--- config.mk ---
export PLATFORM = sky130hd
export DESIGN_NAME = trig_type_encoder
export DESIGN_NICKNAME = d
export VERILOG_FILES = /design/src/rtl/trig_enc_pkg.sv /design/src/rtl/trig_prescale_bit.sv /design/src/rtl/trig_type_sel.sv /design/src/rtl/trig_word_out.sv /design/src/rtl/trig_type_encoder.sv
export SDC_FILE = /design/constraint.sdc
export NUM_CORES = 2
export LEC_CHECK = 0
export ABC_AREA = 1
export BUFFER_PORTS_ARGS = -buffer_cell sky130_fd_sc_hd__buf_2
export CORE_ASPECT_RATIO = 2
export CORE_MARGIN = 1
export CORE_UTILIZATION = 58
export DETAILED_ROUTE_END_ITERATION = 16
export PLACE_DENSITY = 0.86
export SETUP_SLACK_MARGIN = 0.1
export SYNTH_ARGS = -nofsm -noshare
export SYNTH_HDL_FRONTEND = slang
export SYNTH_HIERARCHICAL = 1
export SYNTH_SLANG_ARGS = --single-unit
--- constraint.sdc ---
create_clock -name clk_i -period 2.5 [get_ports clk_i]
set_input_delay 0.5 -clock clk_i [delete_from_list [all_inputs] [get_ports clk_i]]
set_output_delay 0.5 -clock clk_i [all_outputs]
set_load 0.1 [all_outputs]
--- src/rtl/trig_enc_pkg.sv ---
package trig_enc_pkg;
  typedef enum logic {
    CFG_PRESCALE = 1'b0,
    CFG_TYPE     = 1'b1
  } cfg_sel_e;
endpackage

--- src/rtl/trig_prescale_bit.sv ---
module trig_prescale_bit #(
  parameter int PS_W = 16
) (
  input  logic            clk_i,
  input  logic            rst_ni,
  input  logic            lvl_i,
  input  logic            wr_i,
  input  logic [PS_W-1:0] wr_val_i,
  output logic            pass_o
);
  logic            lvl_q;
  logic [PS_W-1:0] ps_q;
  logic [PS_W-1:0] cnt_q;
  logic            pass_q;
  logic            rise;

  assign rise = lvl_i & ~lvl_q;

  always_ff @(posedge clk_i or negedge rst_ni) begin
    if (!rst_ni) begin
      lvl_q  <= 1'b0;
      ps_q   <= '0;
      cnt_q  <= '0;
      pass_q <= 1'b0;
    end else begin
      lvl_q <= lvl_i;
      if (wr_i) begin
        ps_q   <= wr_val_i;
        cnt_q  <= '0;
        pass_q <= 1'b0;
      end else if (rise && ps_q != '0) begin
        if (cnt_q == ps_q - PS_W'(1)) begin
          cnt_q  <= '0;
          pass_q <= 1'b1;
        end else begin
          cnt_q  <= cnt_q + PS_W'(1);
          pass_q <= 1'b0;
        end
      end else begin
        pass_q <= 1'b0;
      end
    end
  end

  assign pass_o = pass_q;

  p_disabled_quiet_r2: assert property (@(posedge clk_i) disable iff (!rst_ni)
    (ps_q == '0) |=> !pass_q);

  p_cnt_below_limit_r1: assert property (@(posedge clk_i) disable iff (!rst_ni)
    (ps_q != '0) |-> (cnt_q < ps_q));

  p_pass_needs_rise_r1: assert property (@(posedge clk_i) disable iff (!rst_ni)
    pass_q |-> ($past(lvl_i) && !$past(lvl_q)));
endmodule

--- src/rtl/trig_type_sel.sv ---
module trig_type_sel #(
  parameter int PAT_W  = 32,
  parameter int TYPE_W = 8,
  parameter int IDX_W  = $clog2(PAT_W)
) (
  input  logic              clk_i,
  input  logic              rst_ni,
  input  logic [PAT_W-1:0]  pass_i,
  input  logic              wr_i,
  input  logic [IDX_W-1:0]  wr_idx_i,
  input  logic [TYPE_W-1:0] wr_type_i,
  output logic              hit_o,
  output logic [TYPE_W-1:0] type_o
);
  logic [TYPE_W-1:0] lut_q [PAT_W];
  logic [IDX_W-1:0]  sel_idx;
  logic [PAT_W-1:0]  below_mask;

  for (genvar g = 0; g < PAT_W; g++) begin : g_lut
    always_ff @(posedge clk_i or negedge rst_ni) begin
      if (!rst_ni) begin
        lut_q[g] <= TYPE_W'(g);
      end else if (wr_i && wr_idx_i == IDX_W'(g)) begin
        lut_q[g] <= wr_type_i;
      end
    end
  end

  // lowest-numbered set bit wins
  always_comb begin
    sel_idx = '0;
    for (int i = PAT_W - 1; i >= 0; i--) begin
      if (pass_i[i]) sel_idx = IDX_W'(i);
    end
  end

  assign hit_o      = |pass_i;
  assign type_o     = lut_q[sel_idx];
  assign below_mask = (PAT_W'(1) << sel_idx) - PAT_W'(1);

  p_lowest_wins_r3: assert property (@(posedge clk_i) disable iff (!rst_ni)
    hit_o |-> (pass_i[sel_idx] && ((pass_i & below_mask) == '0)));
endmodule

--- src/rtl/trig_word_out.sv ---
module trig_word_out #(
  parameter int TYPE_W = 8,
  parameter int WORD_W = 16,
  parameter int VETO_W = 32,
  parameter int TS_W   = 48
) (
  input  logic              clk_i,
  input  logic              rst_ni,
  input  logic              hit_i,
  input  logic [TYPE_W-1:0] type_i,
  input  logic              busy_i,
  input  logic              sync_req_i,
  output logic [WORD_W-1:0] word_o,
  output logic [VETO_W-1:0] veto_cnt_o,
  output logic [TS_W-1:0]   ts_o,
  output logic [TS_W-1:0]   trig_ts_o
);
  localparam int VALID_BIT = TYPE_W;
  localparam int SYNC_BIT  = TYPE_W + 1;
  localparam logic [VETO_W-1:0] VETO_MAX = '1;

  logic [WORD_W-1:0] word_q;
  logic [VETO_W-1:0] veto_q;
  logic [TS_W-1:0]   ts_q;
  logic [TS_W-1:0]   trig_ts_q;
  logic              pend_q;
  logic              fire;
  logic              vetoed;
  logic              send_sync;

  assign fire      = hit_i & ~busy_i;
  assign vetoed    = hit_i & busy_i;
  assign send_sync = ~fire & (pend_q | sync_req_i);

  always_ff @(posedge clk_i or negedge rst_ni) begin
    if (!rst_ni) begin
      word_q    <= '0;
      veto_q    <= '0;
      ts_q      <= '0;
      trig_ts_q <= '0;
      pend_q    <= 1'b0;
    end else begin
      ts_q   <= ts_q + TS_W'(1);
      word_q <= '0;
      if (fire) begin
        word_q[TYPE_W-1:0] <= type_i;
        word_q[VALID_BIT]  <= 1'b1;
        trig_ts_q          <= ts_q;
      end else if (send_sync) begin
        word_q[SYNC_BIT] <= 1'b1;
      end
      // a pending sync survives only behind a trigger
      pend_q <= fire & (pend_q | sync_req_i);
      if (vetoed && veto_q != VETO_MAX) veto_q <= veto_q + VETO_W'(1);
    end
  end

  assign word_o     = word_q;
  assign veto_cnt_o = veto_q;
  assign ts_o       = ts_q;
  assign trig_ts_o  = trig_ts_q;

  p_busy_blocks_r5: assert property (@(posedge clk_i) disable iff (!rst_ni)
    (hit_i && busy_i) |=> !word_o[VALID_BIT]);

  p_veto_step_r5: assert property (@(posedge clk_i) disable iff (!rst_ni)
    (hit_i && busy_i && veto_cnt_o != VETO_MAX) |=> (veto_cnt_o == $past(veto_cnt_o) + VETO_W'(1)));

  p_veto_hold_r5: assert property (@(posedge clk_i) disable iff (!rst_ni)
    !(hit_i && busy_i) |=> $stable(veto_cnt_o));

  p_sync_excl_r6: assert property (@(posedge clk_i) disable iff (!rst_ni)
    !(word_o[VALID_BIT] && word_o[SYNC_BIT]));

  p_pend_served_r6: assert property (@(posedge clk_i) disable iff (!rst_ni)
    (pend_q && !hit_i) |=> word_o[SYNC_BIT]);

  p_trigger_served_r3: assert property (@(posedge clk_i) disable iff (!rst_ni)
    (hit_i && !busy_i) |=> (word_o[VALID_BIT] && word_o[TYPE_W-1:0] == $past(type_i)));

  p_ts_step_r7: assert property (@(posedge clk_i) disable iff (!rst_ni)
    1'b1 |=> (ts_o == $past(ts_o) + TS_W'(1)));
endmodule

--- src/rtl/trig_type_encoder.sv ---
module trig_type_encoder #(
  parameter int PAT_W  = 32,
  parameter int TYPE_W = 8,
  parameter int PS_W   = 16,
  parameter int WORD_W = 16,
  parameter int VETO_W = 32,
  parameter int TS_W   = 48,
  localparam int IDX_W = $clog2(PAT_W),
  localparam int CFG_W = (PS_W > TYPE_W) ? PS_W : TYPE_W
) (
  input  logic              clk_i,
  input  logic              rst_ni,
  input  logic [PAT_W-1:0]  pattern_i,
  input  logic              busy_i,
  input  logic              sync_req_i,
  input  logic              cfg_we_i,
  input  logic              cfg_sel_i,
  input  logic [IDX_W-1:0]  cfg_idx_i,
  input  logic [CFG_W-1:0]  cfg_data_i,
  output logic [WORD_W-1:0] link_word_o,
  output logic [VETO_W-1:0] veto_cnt_o,
  output logic [TS_W-1:0]   ts_o,
  output logic [TS_W-1:0]   trig_ts_o
);
  import trig_enc_pkg::*;

  logic [PAT_W-1:0]  pass;
  logic              ps_wr;
  logic              lut_wr;
  logic              hit;
  logic [TYPE_W-1:0] sel_type;

  assign ps_wr  = cfg_we_i && (cfg_sel_e'(cfg_sel_i) == CFG_PRESCALE);
  assign lut_wr = cfg_we_i && (cfg_sel_e'(cfg_sel_i) == CFG_TYPE);

  for (genvar g = 0; g < PAT_W; g++) begin : g_bit
    trig_prescale_bit #(.PS_W(PS_W)) u_ps (
      .clk_i   (clk_i),
      .rst_ni  (rst_ni),
      .lvl_i   (pattern_i[g]),
      .wr_i    (ps_wr && cfg_idx_i == IDX_W'(g)),
      .wr_val_i(cfg_data_i[PS_W-1:0]),
      .pass_o  (pass[g])
    );
  end

  trig_type_sel #(.PAT_W(PAT_W), .TYPE_W(TYPE_W), .IDX_W(IDX_W)) u_sel (
    .clk_i    (clk_i),
    .rst_ni   (rst_ni),
    .pass_i   (pass),
    .wr_i     (lut_wr),
    .wr_idx_i (cfg_idx_i),
    .wr_type_i(cfg_data_i[TYPE_W-1:0]),
    .hit_o    (hit),
    .type_o   (sel_type)
  );

  trig_word_out #(.TYPE_W(TYPE_W), .WORD_W(WORD_W), .VETO_W(VETO_W), .TS_W(TS_W)) u_out (
    .clk_i     (clk_i),
    .rst_ni    (rst_ni),
    .hit_i     (hit),
    .type_i    (sel_type),
    .busy_i    (busy_i),
    .sync_req_i(sync_req_i),
    .word_o    (link_word_o),
    .veto_cnt_o(veto_cnt_o),
    .ts_o      (ts_o),
    .trig_ts_o (trig_ts_o)
  );

  p_upper_clear_r4: assert property (@(posedge clk_i) disable iff (!rst_ni)
    link_word_o[WORD_W-1:TYPE_W+2] == '0);

  p_no_direct_path_r3: assert property (@(posedge clk_i) disable iff (!rst_ni)
    link_word_o[TYPE_W] |-> $past(hit));
endmodule

==> results.toml <==
[run_status]
status = "finished, violations left"
violations = "setup timing"

[sta]
worst_pin_slew_ns = 0.807
final.setup_skew_ns = 0.0428
slew_violations = 0
tns_ns = -5.30
hold_violations = 0
finalCriticalPeriod_ns = 3.18
finalCritPeriodShare = 1.27
rsz0062_at_grt = "true"
relSlewSlack = 0.462
setup_ws_ns = -0.680
whs_ns = 0.0997
setup_viol = 8
timing.fmax_ghz = 0.314

[worst_setup_path]
critPathArrivalTime_ns = 3.91
start_kind = "register"
endpoint_kind = "register"
crit_type = "reg2reg"
crit_path_top_delay_cell = "dfrtp_1"
cp_max_fo = 21
crit_required_ns = 3.23
cp_common_cell = "nand2_1"
slowest_delay_ns = 0.41

[power]
pwr-share-clk = 0.330
p_int_mw = 47.2
power_density_nw_per_um2 = 664
leakagePower_nw = 58.8
pwr-share-seq = 0.427
p_comb_frac = 0.242
p_sw_frac = 0.349
net-switching-power_mw = 25.3
ir_worst_vdd_mv = 0.644
power_mw = 72.6

[yosys]
yosysTopAreaCellShare = 0.357
avgSynthCellArea_um2 = 6.79
netlist_area_um2 = 98200
post-synth-top-count-cell = "nand2_1"
ys_types = 41
async_flop_share = 1.00
synth_warnings = 6
synth_edf_count = 0
seq_area_frac_synth = 0.379
synth_seq_cells = 1483
synth_area_leaders = "dfrtp_1, nand2_1, xor2_1, inv_1, nor2_1"
ys.flop_type = "dfrtp_1"
synth_commonest_cells = "nand2_1, inv_1, nor2_1"
synth_area_leader_cell = "dfrtp_1"
syn-instance-count = 14500

[final_layout]
nNetsFinal = 14800
drive_gt1_frac = 0.0949
fill_cells = 14400
synthToLayoutAreaGrowth_pct = 11.3
fin_area_um2 = 109000
stdcell_count = 17100

[global_route]
grt_pass1_wl_um = 480000
grt_max_degree = 85
antenna_found_initial = 6
grt_pass1_vias = 94200
track_usage = 0.352
grt_overflow_total = 0

[clock_tree]
root_buffer = "clkbuf_16"
cts_buffers = 149
htreeDepth = 4
cts_max_path_buffers = 4
clock_sinks = 1483
clk_pin_slew_ns = 0.06
cts_tree = "yes"
clkLatencyLatePin_ns = 0.82

[route]
firstDrtPassIters = 7
drt-total-wl_um = 305000
vias_per_cell = 5.58
ant_nets = 0
routedWlPerCell_um = 17.8
vias = 95300
drc = 0
drtIter0Drc = 7286

[die]
start_util = 0.584
die_w_um = 293
die_h_um = 584
row_count = 213
core_area_um2 = 168000
die-area_um2 = 171000
ioPinCount = 203

[placement]
dp.final_hpwl_um = 220000
gp_congestion = 0.992
port-buffer-count = 196
dp.cells = 16800
place_area_um2 = 103000

[flow_run]
cap_viol_max_count = 0

[min_path]
min_path_type = "in2reg"
-- final timing paths --
| kind | from | endpoint | slack, ns | cells past startpoint |
|---|---|---|---|---|
| setup / recovery | g_bit[29].u_ps/pass_o | u_out/word_o[6] | -0.68 | 42 |
| hold / removal | cfg_data_i[0] | g_bit[23].u_ps/ps_q[0] | 0.1 | 3 |
| setup reg to reg | g_bit[29].u_ps/pass_o | u_out/word_o[6] | -0.68 | 42 |
| hold reg to reg | u_out/trig_ts_o[1] | u_out/trig_ts_o[1] | 0.48 | 2 |
| max in group asynchronous | rst_ni | u_sel/lut_q[48] | 1.15 | 4 |
| min in group asynchronous | rst_ni | g_bit[24].u_ps/ps_q[0] | 0.27 | 2 |
-- layout by cell type, fill, tap and decap left out, drive strengths merged, types with 55 or more instances in the layout --
| master | n |
|---|---|
| dfrtp | 1403 |
| clkbuf | 207 |
| nand4 | 627 |
| o21ai | 650 |
| nand2 | 5448 |
| ha | 66 |
| xor2 | 746 |
| buf | 571 |
| inv | 1690 |
| nor3 | 137 |
| clkinv | 55 |
| nand3 | 920 |
| dfstp | 80 |
| xnor2 | 197 |
| nand3b | 180 |
| nor2 | 1659 |
-- stage by stage --
stage,setup WS (ns),utilization
CTS,-0.617,0.647
global route,-1.11,0.650
global placement,-0.711,0.613
finish,-0.680,0.650
detailed placement,-0.730,0.613
floorplan,-0.145,-
-- cell families (layout without fill, tap and decap cells) --
family	Yosys count	in the layout	share of synthesized area
other	1	14	0.0000382
xor gates and xnor gates	943	943	0.0841
buffers and inverters	2249	2585	0.0920
adders and majority gates	66	66	0.00841
DFF	1483	1483	0.379
and+or+nand+nor	9039	9040	0.399
AOI/OAI and AO/OA	693	693	0.0379
-- registers in the layout, summed over array words and instances (netlist names) --
name / flops
u_out/word_o: 10
u_out/pend_q: 1
u_out/ts_o: 48
u_out/veto_cnt_o: 32
g_bit.u_ps/pass_o: 32
g_bit.u_ps/ps_q: 512
g_bit.u_ps/cnt_q: 512
u_sel/lut_q: 256
g_bit.u_ps/lvl_q: 32
u_out/trig_ts_o: 48
-- per-layer routing --
metal,up-vias,share of wire,GRT usage
met3,1605,0.059,0.0547
met1,44400,0.33,0.341
li1,45600,-,-
met5,-,0.000085,0
met2,3665,0.51,0.637
met4,4,0.10,0.320
-- critical path, delay by kind of cell, from the launching register on --
kind / cells / cell delay [ns]
simple gates: 39 / 2.40
buf+inv: 3 / 0.32
flops: 1 / 0.41
-- what timing repair did --
item	4_1_cts	5_1_grt
cloned	3	10
pin swaps	1	7
endpoints found under the setup margin	49	141
gates resized for setup	35	63
buffers inserted	2	5
hold buffers	34	0
hold endpoints to repair	64	0
-- power by group through the flow --
stage               registers, mW  clock network (mW)  logic, mW
floorplan                    29.9                   0       13.3
global placement             31.2                   0       16.6
detailed placement           31.3                   0       17.2
CTS                          30.9                24.2       17.4
global route                 31.4                25.1       20.0
finish                       31.0                24.0       17.6
-- final cells by class --
cell class                 instances  area [um2]  area share
sequential                      1483       37200       0.340
inverter                        1720        6460      0.0591
clock buffer                     199        4230      0.0387
clock inverter                    53         831     0.00760
tap                             2257        2820      0.0258
antenna                            8        20.0    0.000183
multi-input combinational      10700       52300       0.478
timing repair buffer             613        5440      0.0497
Note: power is estimated with default switching activity, not from simulation.
